<file path="config.mk">
export PLATFORM = sky130hd
export DESIGN_NAME = prio_merge
export DESIGN_NICKNAME = d
export VERILOG_FILES = /design/src/rtl/prio_merge_pkg.sv /design/src/rtl/pm_fifo.sv /design/src/rtl/pm_select.sv /design/src/rtl/prio_merge.sv
export SDC_FILE = /design/constraint.sdc
export NUM_CORES = 1
export LEC_CHECK = 0
export ABC_CLOCK_PERIOD_IN_PS = 9100
export BUFFER_PORTS_ARGS = -buffer_cell sky130_fd_sc_hd__buf_4
export CAP_MARGIN = 5
export CORE_MARGIN = 2
export CORE_UTILIZATION = 65
export DETAILED_ROUTE_END_ITERATION = 10
export GPL_ROUTABILITY_DRIVEN = 1
export PLACE_DENSITY = 0.82
export RECOVER_POWER = 25
export SLEW_MARGIN = 20
export SYNTH_ARGS = -nofsm -noshare
export SYNTH_HDL_FRONTEND = slang
export SYNTH_SLANG_ARGS = --single-unit
</file>
<file path="constraint.sdc">
create_clock -name clk -period 9.1 [get_ports clk]
set_input_delay 1.365 -clock clk [delete_from_list [all_inputs] [get_ports clk]]
set_output_delay 1.365 -clock clk [all_outputs]
set_load 0.01 [all_outputs]
</file>
<file path="src/rtl/prio_merge_pkg.sv">
package prio_merge_pkg;
   typedef enum logic {
      SRC_HP = 1'b0,
      SRC_LP = 1'b1
   } src_e;

   localparam int unsigned N_LANES = 2;
endpackage

</file>
<file path="src/rtl/pm_fifo.sv">
module pm_fifo #(
   parameter int unsigned DEPTH = 16,
   parameter int unsigned WIDTH = 33
) (
   input  logic             clk,
   input  logic             rst_n,
   input  logic             wr_en,
   input  logic [WIDTH-1:0] wr_data,
   input  logic             rd_en,
   output logic [WIDTH-1:0] rd_data,
   output logic             empty,
   output logic             full
);
   localparam int unsigned PTR_W = (DEPTH > 1) ? $clog2(DEPTH) : 1;
   localparam int unsigned CNT_W = $clog2(DEPTH + 1);
   localparam logic [PTR_W-1:0] LAST_IDX = PTR_W'(DEPTH - 1);
   localparam logic [CNT_W-1:0] FULL_CNT = CNT_W'(DEPTH);

   if (DEPTH < 2) begin : g_bad_depth
      $error("pm_fifo: DEPTH must be at least 2");
   end
   if (WIDTH < 2) begin : g_bad_width
      $error("pm_fifo: WIDTH must be at least 2");
   end

   logic [WIDTH-1:0] mem [DEPTH];
   logic [PTR_W-1:0] wr_ptr, rd_ptr;
   logic [CNT_W-1:0] count;

   assign empty   = (count == '0);
   assign full    = (count == FULL_CNT);
   assign rd_data = mem[rd_ptr];

   always_ff @(posedge clk) begin
      if (wr_en) begin
         mem[wr_ptr] <= wr_data;
      end
   end

   always_ff @(posedge clk) begin
      if (!rst_n) begin
         wr_ptr <= '0;
         rd_ptr <= '0;
         count  <= '0;
      end else begin
         if (wr_en) begin
            wr_ptr <= (wr_ptr == LAST_IDX) ? '0 : wr_ptr + 1'b1;
         end
         if (rd_en) begin
            rd_ptr <= (rd_ptr == LAST_IDX) ? '0 : rd_ptr + 1'b1;
         end
         case ({wr_en, rd_en})
            2'b10:   count <= count + 1'b1;
            2'b01:   count <= count - 1'b1;
            default: count <= count;
         endcase
      end
   end

   AST_NO_OVERFLOW: assert property (@(posedge clk) disable iff (!rst_n)
      (wr_en && full) |-> rd_en);
   AST_NO_UNDERFLOW: assert property (@(posedge clk) disable iff (!rst_n)
      rd_en |-> !empty);
   AST_COUNT_STEP: assert property (@(posedge clk) disable iff (!rst_n)
      (wr_en && !rd_en) |=> !empty);
endmodule

</file>
<file path="src/rtl/pm_select.sv">
module pm_select
   import prio_merge_pkg::*;
#(
   parameter int unsigned WIDTH = 33
) (
   input  logic             clk,
   input  logic             rst_n,
   input  logic             hp_empty,
   input  logic             lp_empty,
   input  logic [WIDTH-1:0] hp_head,
   input  logic [WIDTH-1:0] lp_head,
   input  logic             out_ready,
   output logic             out_valid,
   output logic [WIDTH-1:0] out_beat,
   output logic             hp_pop,
   output logic             lp_pop
);
   logic held_q;
   src_e held_src_q;
   src_e cur_src;

   always_comb begin
      if (held_q) begin
         cur_src = held_src_q;
      end else if (!hp_empty) begin
         cur_src = SRC_HP;
      end else begin
         cur_src = SRC_LP;
      end
   end

   assign out_valid = held_q || !hp_empty || !lp_empty;
   assign out_beat  = (cur_src == SRC_HP) ? hp_head : lp_head;
   assign hp_pop    = out_valid && out_ready && (cur_src == SRC_HP);
   assign lp_pop    = out_valid && out_ready && (cur_src == SRC_LP);

   always_ff @(posedge clk) begin
      if (!rst_n) begin
         held_q     <= 1'b0;
         held_src_q <= SRC_HP;
      end else begin
         held_q     <= out_valid && !out_ready;
         held_src_q <= cur_src;
      end
   end

   AST_HOLD_STABLE: assert property (@(posedge clk) disable iff (!rst_n)
      (out_valid && !out_ready) |=> (out_valid && $stable(out_beat)));
   AST_HP_FIRST: assert property (@(posedge clk) disable iff (!rst_n)
      lp_pop |-> (hp_empty || $past(out_valid && !out_ready)));
   AST_ONE_POP: assert property (@(posedge clk) disable iff (!rst_n)
      !(hp_pop && lp_pop));
endmodule

</file>
<file path="src/rtl/prio_merge.sv">
module prio_merge
   import prio_merge_pkg::*;
#(
   parameter int unsigned DEPTH  = 16,
   parameter int unsigned DATA_W = 32
) (
   input  logic              clk,
   input  logic              rst_n,
   input  logic [DATA_W-1:0] hp_data,
   input  logic              hp_valid,
   input  logic              hp_last,
   output logic              hp_ready,
   input  logic [DATA_W-1:0] lp_data,
   input  logic              lp_valid,
   input  logic              lp_last,
   output logic              lp_ready,
   output logic [DATA_W-1:0] m_data,
   output logic              m_valid,
   output logic              m_last,
   input  logic              m_ready
);
   localparam int unsigned BEAT_W = DATA_W + 1;

   if (DATA_W < 1) begin : g_bad_data_w
      $error("prio_merge: DATA_W must be at least 1");
   end

   logic [BEAT_W-1:0] lane_in   [N_LANES];
   logic [BEAT_W-1:0] lane_head [N_LANES];
   logic              lane_valid [N_LANES];
   logic              lane_ready [N_LANES];
   logic              lane_empty [N_LANES];
   logic              lane_full  [N_LANES];
   logic              lane_pop   [N_LANES];
   logic [BEAT_W-1:0] out_beat;

   assign lane_in[SRC_HP]    = {hp_last, hp_data};
   assign lane_in[SRC_LP]    = {lp_last, lp_data};
   assign lane_valid[SRC_HP] = hp_valid;
   assign lane_valid[SRC_LP] = lp_valid;
   assign hp_ready           = lane_ready[SRC_HP];
   assign lp_ready           = lane_ready[SRC_LP];

   for (genvar i = 0; i < N_LANES; i++) begin : g_lane
      assign lane_ready[i] = !lane_full[i] || lane_pop[i];

      pm_fifo #(
         .DEPTH (DEPTH),
         .WIDTH (BEAT_W)
      ) u_fifo (
         .clk     (clk),
         .rst_n   (rst_n),
         .wr_en   (lane_valid[i] && lane_ready[i]),
         .wr_data (lane_in[i]),
         .rd_en   (lane_pop[i]),
         .rd_data (lane_head[i]),
         .empty   (lane_empty[i]),
         .full    (lane_full[i])
      );
   end

   pm_select #(
      .WIDTH (BEAT_W)
   ) u_select (
      .clk       (clk),
      .rst_n     (rst_n),
      .hp_empty  (lane_empty[SRC_HP]),
      .lp_empty  (lane_empty[SRC_LP]),
      .hp_head   (lane_head[SRC_HP]),
      .lp_head   (lane_head[SRC_LP]),
      .out_ready (m_ready),
      .out_valid (m_valid),
      .out_beat  (out_beat),
      .hp_pop    (lane_pop[SRC_HP]),
      .lp_pop    (lane_pop[SRC_LP])
   );

   assign m_data = out_beat[DATA_W-1:0];
   assign m_last = out_beat[DATA_W];

   AST_FULL_BLOCKS: assert property (@(posedge clk) disable iff (!rst_n)
      (lane_full[SRC_HP] && !m_ready) |-> !hp_ready);
   AST_VALID_WHEN_DATA: assert property (@(posedge clk) disable iff (!rst_n)
      (hp_valid && hp_ready) |=> m_valid);
endmodule

</file>
==> impl_metrics.py <==
metrics = {
    "sta": {
        "skew_ns": 0.0205,
        "fin_crit_sh": 0.611,
        "worstMarginPinSlew_ns": 1.12,
        "max_slew_margin": 0.250,
        "tns_ns": 0,
        "timing.fmax_mhz": 180,
        "rsz0062_at_grt": "no",
        "hold_viol": 0,
        "maxSlewViolCount": 0,
        "min_period_ns": 5.56,
        "setup-violations-final": 0,
        "final.setup.worst_slack_ns": 3.54,
        "finalHoldWorstSlack_ns": 0.521,
    },
    "clock_network": {
        "post_cts_resized": 0,
        "cts_tree": "done",
        "postCtsSetupBuffers": 0,
        "cts.sinks": 1092,
        "hold_buffers": 0,
        "h-tree-depth": 3,
        "cts-root-buf": "clkbuf_16",
        "path_clk_slew_ns": 0.06,
        "clk_latency_ns": 0.66,
        "cts_buffers": 103,
        "cts_max_path_buffers": 3,
    },
    "cells_and_area": {
        "num-nets-final": 2123,
        "nFillCells": 3372,
        "multi_input_area_um2": 9250,
        "final_area_um2": 47100,
        "regArea_um2": 32400,
        "fin_util": 0.733,
        "area_growth_pct": 11.9,
        "drive_gt1_frac": 0.289,
        "stdcell_count": 2983,
    },
    "floorplanning": {
        "start_util": 0.655,
        "design.core.area_um2": 64200,
        "fp.dieArea_um2": 66800,
        "die_w_um": 258,
        "ios": 107,
        "core.rowCount": 93,
        "die_y_um": 258,
    },
    "global_routing": {
        "grt_most_used_layer": "met2",
        "grt_max_degree": 128,
        "grt_util_all_layers": 0.317,
        "met2_usage": 0.534,
        "grt_pass1_vias": 22100,
        "grt.met1_usage": 0.411,
        "use_met3": 0.0560,
        "antenna_found_initial": 9,
        "overflow": 0,
        "grt_first_pass_wirelength_mm": 150,
    },
    "setup_path": {
        "critical_path.reg2reg.endpoint": "g_lane[1].u_fifo.count[4]",
        "worstPathMaxFanout": 64,
        "critical_path.endpoint_type": "output pin",
        "cp.arrival_ns": 4.19,
        "r2r_start": "g_lane[1].u_fifo.count[1]",
        "path_class": "flip-flop to output pin",
        "start_kind": "flip-flop",
        "rrSetupSlack_ns": 5.53,
        "required_ns": 7.74,
        "reg2reg_depth": 12,
    },
    "yosys": {
        "syn_inst": 1881,
        "yosysTopAreaCell": "edfxtp_1",
        "synthMostInstantiatedCell": "edfxtp_1",
        "synth_top_area_frac": 0.753,
        "ys_types": 61,
        "syn_area_per_cell_um2": 22.4,
        "synthArstFlopShare": 0,
        "yosysWarnings": 0,
        "synth_nets": 1970,
        "ys_top_cells_by_count": "1056 x edfxtp_1, 277 x mux4_2, 56 x a22oi_1, 46 x buf_2, 44 x clkbuf_1",
        "ys.flop_type": "edfxtp_1",
        "synth-seq-cells": 1092,
        "syn_area_um2": 42100,
        "seq_area_frac_synth": 0.770,
        "synth_edf_count": 1056,
        "netlist_top_cells_area": "edfxtp_1 75%, mux4_2 15%, dfxtp_1 1.7%, mux2_2 1.0%, a22oi_1 1.0%",
    },
    "placement": {
        "port_buffers": 106,
        "place_congestion": 0.771,
        "place_inst": 2783,
        "dpl_cell_area_um2": 44000,
        "dp_hpwl_mm": 50.3,
        "dp_slack_ns": 4.27,
    },
    "run": {
        "max_cap_viol_count": 0,
    },
    "power_and_ir_drop": {
        "power.total_mw": 12.4,
        "ir_drop_mv": 0.217,
        "p_leak_nw": 14.5,
        "power.density_nw_per_um2": 263,
    },
    "detailed_routing": {
        "drtIter0Drc": 3187,
        "drt_wl_total_mm": 104,
        "drt_first_pass_iters": 7,
        "ant_nets": 0,
        "via_count": 21200,
        "wl_per_cell_um": 34.8,
        "vias_per_cell": 7.11,
        "drc": 0,
    },
    "worst_hold_path": {
        "worstHoldPathCells": 2,
        "min_to": "g_lane[1].u_fifo.count[4]",
        "hold_start": "g_lane[1].u_fifo.count[4]",
        "hold_class": "flip-flop to flip-flop",
    },
    "status": {
        "status": "finished clean",
    },
}
critical path, cell delays in order, from the launching register on:
cell and delay [ns]:
dfxtp_4 0.88, buf_4 0.89, mux4_2 0.43, mux2_2 0.28, o22ai_1 0.58, a31oi_1 0.15
buf_4 0.22
how the worst max path moves through the flow:
stage | from | endpoint | cells after the start
5_1_grt | flip-flop | m_data[15] | 6
3_3_place_gp | flip-flop | m_data[15] | 6
6_report | flip-flop | m_data[7] | 6
2_1_floorplan | m_ready | g_lane[0].u_fifo.mem[3][0] | 4
4_1_cts | flip-flop | m_data[15] | 6
3_5_place_dp | flip-flop | m_data[11] | 6
report_power, final:
part	internal, mW	switching (mW)	total [mW]
Sequential	5.63	0.112	5.74
Clock	2.36	1.85	4.21
Combinational	1.02	1.44	2.45
Total	9.00	3.40	12.4
cell type report:
| class | count | share of cell area |
|---|---|---|
| flip-flops and latches | 1092 | 0.689 |
| diodes | 9 | 0.000478 |
| multi-input cells | 670 | 0.196 |
| inverters | 12 | 0.000956 |
| clock inverters | 62 | 0.0120 |
| repair buffers | 155 | 0.0214 |
| clock buffers | 128 | 0.0572 |
| well taps | 855 | 0.0227 |
state kept, by name (all words and copies together), names as in the netlist, named ones only:
name	flops
u_select.held_q	1
u_select.held_src_q	1
g_lane.u_fifo.count	10
g_lane.u_fifo.rd_ptr	8
g_lane.u_fifo.wr_ptr	8
g_lane.u_fifo.mem	1056
routing by layer:
layer / vias up / share of wire
li1: 8284 / -
met1: 10900 / 0.34
met2: 1662 / 0.51
met3: 332 / 0.10
met4: 0 / 0.049
met5: - / 0
cell families (layout without fill, tap and decap cells):
family,count (synthesis),after routing,synth area share
multiplexers,332,332,0.162
XOR/XNOR,13,13,0.00271
adder cells (fa/ha/maj),18,18,0.00535
flip-flops,1092,1092,0.770
AO/OA/AOI/OAI,168,168,0.0273
buffers and inverters,119,357,0.0132
AND/OR/NAND/NOR,139,139,0.0185
other,0,9,0
layout by cell type (no fill, tap or decap), types with 10 or more instances in the layout:
cell	n
clkinv_1	27
buf_4	103
nor2_1	22
inv_1	11
mux2i_1	16
o21ai_0	12
mux2_2	39
clkbuf_1	74
edfxtp_1	1056
dfxtp_1	31
ha_1	18
a22oi_1	56
a31oi_1	32
mux4_2	277
o22ai_1	17
nand2_1	33
nand2b_1	10
clkbuf_16	104
a21oi_1	16
clkinv_2	21
(Power assumes the default switching activity.)
